[src/rtl/tsw_pkg.sv]
package tsw_pkg;
  localparam int P_EXPL  = 0;
  localparam int P_CLASS = 1;
  localparam int P_MISS  = 2;
  localparam int P_USE   = 3;
  localparam int P_EXT   = 4;
  localparam int NPOL    = 5;

  typedef enum logic {CLS_MEM = 1'b0, CLS_BR = 1'b1} fetch_cls_e;
endpackage

[src/rtl/tsw_scoreboard.sv]
module tsw_scoreboard #(
  parameter int NTHR = 4,
  parameter int NREG = 8,
  localparam int TW = $clog2(NTHR),
  localparam int RW = $clog2(NREG)
) (
  input  logic               clk,
  input  logic               rst_n,
  input  logic               ld_iss,
  input  logic [TW-1:0]      ld_iss_thr,
  input  logic [RW-1:0]      ld_iss_reg,
  input  logic               ld_ret,
  input  logic [TW-1:0]      ld_ret_thr,
  input  logic [RW-1:0]      ld_ret_reg,
  input  logic [TW-1:0]      rd_thr,
  input  logic [RW-1:0]      rd_reg,
  output logic               rd_pend,
  output logic [NTHR-1:0]    pend_any,
  output logic [NTHR*NREG-1:0] vld_flat
);
  logic [NREG-1:0] vld [NTHR];

  always_ff @(posedge clk) begin
    for (int t = 0; t < NTHR; t++) begin
      for (int r = 0; r < NREG; r++) begin
        if (!rst_n)
          vld[t][r] <= 1'b1;
        else if (ld_iss && ld_iss_thr == TW'(t) && ld_iss_reg == RW'(r))
          vld[t][r] <= 1'b0;
        else if (ld_ret && ld_ret_thr == TW'(t) && ld_ret_reg == RW'(r))
          vld[t][r] <= 1'b1;
      end
    end
  end

  assign rd_pend = ~vld[rd_thr][rd_reg];

  for (genvar t = 0; t < NTHR; t++) begin : g_thr
    assign pend_any[t] = ~&vld[t];
    assign vld_flat[t*NREG +: NREG] = vld[t];
  end
endmodule

[src/rtl/tsw_trigger.sv]
module tsw_trigger
  import tsw_pkg::*;
(
  input  logic            cls_sel,
  input  logic [NPOL-1:0] pol_en,
  input  logic            sw_instr,
  input  logic            fetch_mem,
  input  logic            fetch_br,
  input  logic            dmiss,
  input  logic            ext_sig,
  input  logic            rd_vld,
  input  logic            rd_pend,
  output logic [NPOL-1:0] trig_vec,
  output logic            trig_any
);
  logic [NPOL-1:0] raw;

  always_comb begin
    raw          = '0;
    raw[P_EXPL]  = sw_instr;
    raw[P_CLASS] = (fetch_cls_e'(cls_sel) == CLS_MEM) ? fetch_mem : fetch_br;
    raw[P_MISS]  = dmiss;
    raw[P_USE]   = rd_vld & rd_pend;
    raw[P_EXT]   = ext_sig;
  end

  assign trig_vec = raw & pol_en;
  assign trig_any = |trig_vec;
endmodule

[src/rtl/tsw_rr_pick.sv]
module tsw_rr_pick #(
  parameter int NTHR = 4,
  localparam int TW = $clog2(NTHR)
) (
  input  logic [TW-1:0]   act,
  input  logic [NTHR-1:0] elig,
  output logic [TW-1:0]   nxt,
  output logic            found
);
  function automatic logic [TW:0] rr_next(input logic [TW-1:0] cur,
                                          input logic [NTHR-1:0] ok);
    logic [TW:0] res;
    res = {1'b0, cur};
    for (int k = NTHR - 1; k >= 1; k--) begin
      int idx;
      idx = (int'(cur) + k) % NTHR;
      if (ok[idx]) res = {1'b1, TW'(idx)};
    end
    return res;
  endfunction

  assign {found, nxt} = rr_next(act, elig);
endmodule

[src/rtl/tswitch_ctrl.sv]
module tswitch_ctrl
  import tsw_pkg::*;
#(
  parameter int NTHR = 4,
  parameter int NREG = 8,
  parameter int PCW  = 32
) (
  input  logic                      clk,
  input  logic                      rst_n,
  input  logic [4:0]                pol_en,
  input  logic                      cls_sel,
  input  logic                      sw_instr,
  input  logic                      fetch_mem,
  input  logic                      fetch_br,
  input  logic                      dmiss,
  input  logic                      ext_sig,
  input  logic                      rd_vld,
  input  logic [$clog2(NREG)-1:0]   rd_reg,
  input  logic                      ld_iss,
  input  logic [$clog2(NTHR)-1:0]   ld_iss_thr,
  input  logic [$clog2(NREG)-1:0]   ld_iss_reg,
  input  logic                      ld_ret,
  input  logic [$clog2(NTHR)-1:0]   ld_ret_thr,
  input  logic [$clog2(NREG)-1:0]   ld_ret_reg,
  input  logic [NTHR-1:0]           thr_ready,
  input  logic [PCW-1:0]            cur_pc,
  output logic [$clog2(NTHR)-1:0]   act_thr,
  output logic                      sw_strobe,
  output logic                      flush,
  output logic [PCW-1:0]            restart_pc
);
  localparam int TW = $clog2(NTHR);

  logic                   rd_pend;
  logic [NTHR-1:0]        pend_any;
  logic [NTHR*NREG-1:0]   vld_flat;
  logic [NPOL-1:0]        trig_vec;
  logic                   trig_any;
  logic [NTHR-1:0]        elig;
  logic [TW-1:0]          pick_thr;
  logic                   pick_found;
  logic                   sw_go;

  tsw_scoreboard #(.NTHR(NTHR), .NREG(NREG)) u_sb (
    .clk(clk), .rst_n(rst_n),
    .ld_iss(ld_iss), .ld_iss_thr(ld_iss_thr), .ld_iss_reg(ld_iss_reg),
    .ld_ret(ld_ret), .ld_ret_thr(ld_ret_thr), .ld_ret_reg(ld_ret_reg),
    .rd_thr(act_thr), .rd_reg(rd_reg), .rd_pend(rd_pend),
    .pend_any(pend_any), .vld_flat(vld_flat)
  );

  tsw_trigger u_trig (
    .cls_sel(cls_sel), .pol_en(pol_en), .sw_instr(sw_instr),
    .fetch_mem(fetch_mem), .fetch_br(fetch_br), .dmiss(dmiss),
    .ext_sig(ext_sig), .rd_vld(rd_vld), .rd_pend(rd_pend),
    .trig_vec(trig_vec), .trig_any(trig_any)
  );

  for (genvar t = 0; t < NTHR; t++) begin : g_elig
    assign elig[t] = thr_ready[t] & ~pend_any[t] & (act_thr != TW'(t));
  end

  tsw_rr_pick #(.NTHR(NTHR)) u_pick (
    .act(act_thr), .elig(elig), .nxt(pick_thr), .found(pick_found)
  );

  assign sw_go = trig_any & pick_found;

  always_ff @(posedge clk) begin
    if (!rst_n) begin
      act_thr    <= '0;
      sw_strobe  <= 1'b0;
      flush      <= 1'b0;
      restart_pc <= '0;
    end else begin
      sw_strobe <= sw_go;
      flush     <= sw_go;
      if (sw_go) begin
        act_thr    <= pick_thr;
        restart_pc <= cur_pc;
      end
    end
  end
endmodule

[config.mk]
export PLATFORM = sky130hd
export DESIGN_NAME = tswitch_ctrl
export DESIGN_NICKNAME = d
export VERILOG_FILES = /design/src/rtl/tsw_pkg.sv /design/src/rtl/tsw_scoreboard.sv /design/src/rtl/tsw_trigger.sv /design/src/rtl/tsw_rr_pick.sv /design/src/rtl/tswitch_ctrl.sv
export SDC_FILE = /design/constraint.sdc
export NUM_CORES = 1
export LEC_CHECK = 0
export ABC_CLOCK_PERIOD_IN_PS = 2700
export BUFFER_PORTS_ARGS = -buffer_cell sky130_fd_sc_hd__buf_2
export CAP_MARGIN = 20
export CORE_MARGIN = 4
export CORE_UTILIZATION = 53
export CTS_CLUSTER_DIAMETER = 60
export CTS_CLUSTER_SIZE = 40
export DETAILED_ROUTE_END_ITERATION = 6
export PLACE_DENSITY = 0.89
export REMOVE_ABC_BUFFERS = 1
export SYNTH_ARGS = -nofsm -noshare
export SYNTH_HDL_FRONTEND = slang
export SYNTH_SLANG_ARGS = --single-unit
[constraint.sdc]
create_clock -name clk -period 2.7 [get_ports clk]
set_input_delay 0.135 -clock clk [delete_from_list [all_inputs] [get_ports clk]]
set_output_delay 0.135 -clock clk [all_outputs]
set_load 0.005 [all_outputs]
Word-level counts from Yosys, hierarchy flattened
Memories as Yosys holds them, arrays and structs flattened. A register that Yosys moved wholly into a read port is not among the register bits.
Cells that the tools add are included.
Cells by class
  bitwise operators: 79
  add/subtract/negate cells: 3
  equality and inequality tests: 23
  reductions and logical operators: 87
  multiplexer cells: 306
  $lt $le $gt $ge: 4
Operators with widths (count)
  1-bit two-way mux: 297
  1-bit logical AND: 72
  1-bit bitwise OR: 64
  8-bit AND reduction: 4
  3-bit == test (second input constant): 8
  3-bit by 4-bit less-than comparator with 1-bit output (second input constant): 4
  3-bit by 2-bit == test with 1-bit output (second input constant): 4
  1-bit AND: 10
  3-bit two-way mux: 3
  2-bit == test (second input constant): 4
  1-bit binary-select mux with 2-bit select: 3
  3-bit by 1-bit == test with 1-bit output (second input constant): 2
  3-bit logical NOT: 2
  2-bit OR reduction: 3
  5-bit AND: 1
  5-bit OR reduction: 1
  2-bit adder (second input constant): 2
  2-bit by 1-bit == test with 1-bit output (second input constant): 2
  2-bit logical NOT: 2
  2-bit two-way mux: 2
  2-bit inequality test (second input constant): 2
  1-bit AND (first input constant): 3
  1-bit binary-select mux with 3-bit select: 1
  3-bit nonzero test: 1
  other kinds (5): 5
Word-level totals
  RAM bits: 32
  register bits after elaboration: 35
  output and inout port bits: 36
  memories kept: 1
Memory list
  u_sb.vld: words 4, width 8, read ports 5, clocked after Yosys merged registers in 1, wr ports 4, line tsw_scoreboard.sv:21  | logic [NREG-1:0] vld [NTHR];

Longest topological paths before layout
An unclocked memory read counts as a cell.
  word-level depth: 14
  depth in mapped cells: 12

By module
Synthesis repeated with hierarchy kept, for this count alone.
Second synthesis, totals
  cell total of the unflattened synthesis: 425
  area total of the unflattened synthesis: 3843.7 sq um
Modules (own cells, without submodules)
  tsw_scoreboard: sequential area each 960.9 sq um, area each 2159.6 sq um, cells an instance 231, times used 1
  tswitch_ctrl: sequential area each 700.7 sq um, area each 1516.5 sq um, cells an instance 168, times used 1
  tsw_rr_pick: sequential area each 0.0 sq um, area each 110.1 sq um, cells an instance 18, times used 1
  tsw_trigger: sequential area each 0.0 sq um, area each 57.6 sq um, cells an instance 8, times used 1

Least setup slack after synthesis
No wires, ideal clock.
  path type: reg-to-reg
  from: register act_thr[0]
  to: register with a tool-made name
  path slack: 213 ps
  cell stages (with the launch flop): 12
  path buffers: 2
  arrival time: 2360 ps
  cells stage by stage: dfxtp_1 -> clkbuf_1 -> inv_1 -> ha_1 -> nand2b_1 -> nor3_1 -> o32ai_1 -> a21o_1 -> a21oi_4 -> buf_12 -> mux2i_1 -> nor2_1
RTL lines
  from (decl): line tswitch_ctrl.sv:27  | output logic [$clog2(NTHR)-1:0] act_thr,
  from (signal assigned): line tswitch_ctrl.sv:79  | act_thr <= pick_thr;

Worst setup path after layout
  from: register act_thr[1]
  to: register restart_pc[6]
On the way
  cells in the longest elaborated chain, start to end: 9
  elaborated cells between the ends (all ways): 24
  those cells by class: add/sub: 3; eq/ne: 3; mux: 12; bitwise: 5; reduce/logical: 1
Ends and longest elaborated chain
  2-bit by 1-bit inequality test with 1-bit output, or another cell as far along: line tswitch_ctrl.sv:60  | assign elig[t] = thr_ready[t] & ~pend_any[t] & (act_thr != TW'(t));
  1-bit AND: line tswitch_ctrl.sv:60
  1-bit binary-select mux with 2-bit select: line tsw_rr_pick.sv:17  | if (ok[idx]) res = {1'b1, TW'(idx)};
  1-bit two-way mux (not written as such) (2 in series): line tsw_rr_pick.sv:17
  3-bit two-way mux (2 in series): line tsw_rr_pick.sv:17
  3-bit two-way mux *: line tsw_rr_pick.sv:17
  1-bit AND *: line tswitch_ctrl.sv:67  | assign sw_go = trig_any & pick_found;
  to (signal assigned): line tswitch_ctrl.sv:80  | restart_pc <= cur_pc;
  to (decl): line tswitch_ctrl.sv:30  | output logic [PCW-1:0] restart_pc
Every way passes the cells marked *; elsewhere a longest branch is shown, timed or not. The select of a mux whose other input is x is not followed.
A chain may end at the register's enable or synchronous reset.

==> impl_metrics.env <==
export IMPL_outcome="completed"
export IMPL_slew_violations=0
export IMPL_wl_met2_um=4960
export IMPL_finalCritPeriodShare_pct=88.0
export IMPL_synth_cell_area_um2=3740
export IMPL_dp_hpwl_um=7070
export IMPL_power_leakage_nw=1.77
export IMPL_routedWlPerCell_um=16.4
export IMPL_via_per_inst=5.99
export IMPL_grt_pass1_vias=3200
export IMPL_slowest_delay_ns=0.35
export IMPL_final_common_cell="buf_2"
export IMPL_synth_cell_types=49
export IMPL_nNetsFinal=552
export IMPL_routed_top_layer="met4"
export IMPL_met3_length_um=829
export IMPL_worstSetupPathType="reg -> reg"
export IMPL_core_region_area_um2=6830
export IMPL_maxCapViolations=0
export IMPL_drt_pass1_iterations=5
export IMPL_peakVddDrop_uv=261
export IMPL_cts_max_path_buffers=2
export IMPL_grt_max_degree=67
export IMPL_path_cells="inv_1 > ha_1 > nand4b_1 > nor3_1 > o32ai_1 > a21o_1 > a21oi_4 > buf_12 > nand3_1 > o21ai_0"
export IMPL_synth_edf_count=32
export IMPL_yosysTopAreaCellShare_pct=25.7
export IMPL_fin_crit_ns=2.38
export IMPL_clkSinkCount=69
export IMPL_yosysWarnings=0
export IMPL_synth_top_area_cell="edfxtp_1"
export IMPL_setup_viol=0
export IMPL_hold_violations=0
export IMPL_cp_start_kind="flip-flop"
export IMPL_routed_via_count=3496
export IMPL_drc=0
export IMPL_yosys_most_used_dff="dfxtp_1"
export IMPL_synth_cells=388
export IMPL_seqCellArea_um2=1700
export IMPL_cp_arrival_ns=2.64
export IMPL_ys_ff_latch=69
export IMPL_fillCellCount=541
export IMPL_die_w_um=92.0
export IMPL_htreeDepth=3
export IMPL_relSlewSlack_pct=38.9
export IMPL_syn2layout_area_growth_pct=19.9
export IMPL_hold_ws_ns=0.00702
export IMPL_wl_met1_um=3550
export IMPL_worstHoldPathType="in -> reg"
export IMPL_synth_area_leaders="edfxtp_1 (26%), dfxtp_1 (20%), a221o_1 (8.6%), nand2_1 (7.9%), nand3_1 (4.4%)"
export IMPL_drt_iter0_markers=318
export IMPL_grt_ovfl_total=0
export IMPL_crit_slowest_cell="nor3_1"
export IMPL_power_density_nw_per_um2=487
export IMPL_rsz0062_at_grt="false"
export IMPL_antenna_found_initial=0
export IMPL_ios=101
export IMPL_die_y_um=92.0
export IMPL_crit_path_max_fanout=66
export IMPL_drive_gt1_share_pct=27.5
export IMPL_worstSetupEndpointType="flip-flop"
export IMPL_cp_required_ns=2.96
export IMPL_die_area_um2=8460
export IMPL_worst_slew_pin_slew_ns=0.909
export IMPL_multi_input_area_um2=1790
export IMPL_grt_pass1_wl_um=15100
export IMPL_final_cell_mix="buf_2 (100), nand2_1 (79), dfxtp_1 (37), nand3_1 (33)"
export IMPL_clk_pin_slew_ns=0.08
export IMPL_final_antenna_net_count=0
export IMPL_tritoncts="done"
export IMPL_core_rowCount=30
export IMPL_seq_area_frac_synth_pct=45.5
export IMPL_cts_buffers=9
export IMPL_fin_worst_skew_ns=0.00848
export IMPL_synth_area_per_cell_um2=9.63
export IMPL_async_flop_share_pct=0
export IMPL_wirelength_um=9570
export IMPL_io_buffers=100
export IMPL_postLayoutCoreUtil_pct=65.6
export IMPL_grt_usage_pct=22.1
export IMPL_clock_root_buffer="clkbuf_8"
export IMPL_start_util_pct=54.7
export IMPL_fmax_ghz=0.421
export IMPL_antennaDiodeCount=0
export IMPL_gp_congestion=0.917
export IMPL_insertion_delay_ns=0.35
==> worst max-delay path: cells and delay by family (launching register included) <==
kind            cells  cell delay (ns)
simple gates        3             0.70
compound gates      4             0.66
buf+inv             2             0.36
flops               1             0.33
fa+ha+maj           1             0.21
==> stage by stage <==
step / TNS, ns / worst slack (ns) / total power, mW / std cells / instance area (um2)
3_3_place_gp: 0 / 0.428 / 1.38 / 563 / 4230
6_report: 0 / 0.324 / 2.18 / 584 / 4480
3_5_place_dp: 0 / 0.274 / 1.39 / 563 / 4230
5_1_grt: 0 / 0.108 / 2.27 / 584 / 4480
4_1_cts: 0 / 0.247 / 2.19 / 584 / 4470
2_1_floorplan: -3.46 / -0.410 / 1.27 / 354 / 3500
==> sequential cells by signal (all words and copies together) (netlist names), named ones only <==
register    cells
u_sb.vld       32
act_thr         2
flush           1
restart_pc     32
==> final cells by class <==
| type | instances | area share (%) |
|---|---|---|
| Clock inverter | 6 | 0.950 |
| Multi-Input combinational cell | 282 | 40.1 |
| Tap cell | 96 | 2.68 |
| Timing Repair Buffer | 118 | 14.7 |
| Sequential cell | 69 | 38.0 |
| Inverter | 3 | 0.251 |
| Clock buffer | 10 | 3.32 |
==> power breakdown <==
part | total (mW) | internal [mW] | switching, mW
Clock | 0.807 | 0.393 | 0.414
Sequential | 1.14 | 1.12 | 0.0208
Combinational | 0.231 | 0.104 | 0.126
Total | 2.18 | 1.62 | 0.561
==> path summary, 6_finish.rpt <==
kind	depth (start not counted)	slack [ns]	endpoint	from
hold reg to reg	2	0.45	restart_pc[9]$_SDFFE_PN0P_	restart_pc[9]$_SDFFE_PN0P_
setup reg to reg	10	0.32	restart_pc[6]$_SDFFE_PN0P_	act_thr[1]$_SDFFE_PN0P_
hold / removal	3	0.007	restart_pc[28]$_SDFFE_PN0P_	cur_pc[28]
setup / recovery	10	0.32	restart_pc[6]$_SDFFE_PN0P_	act_thr[1]$_SDFFE_PN0P_
==> cells in the mapped netlist (4+ instances only) <==
library cell and count:
a21oi_1 5, a221o_1 32, and3_1 4, and3b_1 4, buf_12 4, clkbuf_1 20, dfxtp_1 37, edfxtp_1 32
ha_1 4, mux2i_1 5, mux4_1 5, nand2_1 79, nand3_1 33, nand4_1 7, nor2_1 14, nor3_1 11
nor3b_1 9, nor4_1 6, o21ai_0 32
==> layer usage <==
layer  vias to the layer above  GRT usage [%]
met5                         -              0
met4                         0           9.03
met3                        28           3.77
met2                       208           39.0
met1                      1599           26.8
li1                       1661              -
==> cells by family after synthesis <==
kind of cell    synth area share, %
compound gates                 17.7
fa+ha+maj                      1.34
buf+inv                        6.56
flops                          45.5
mux                            5.76
simple gates                   23.0
==> repair_timing <==
item | in CTS | in global routing
gates resized for setup | 0 | 1
hold buffers | 5 | 0
endpoints found under the setup margin | 0 | 3
endpoints found under the hold margin | 5 | 0
buffers inserted | 0 | 0
Note: power is estimated with default switching activity, not from simulation.
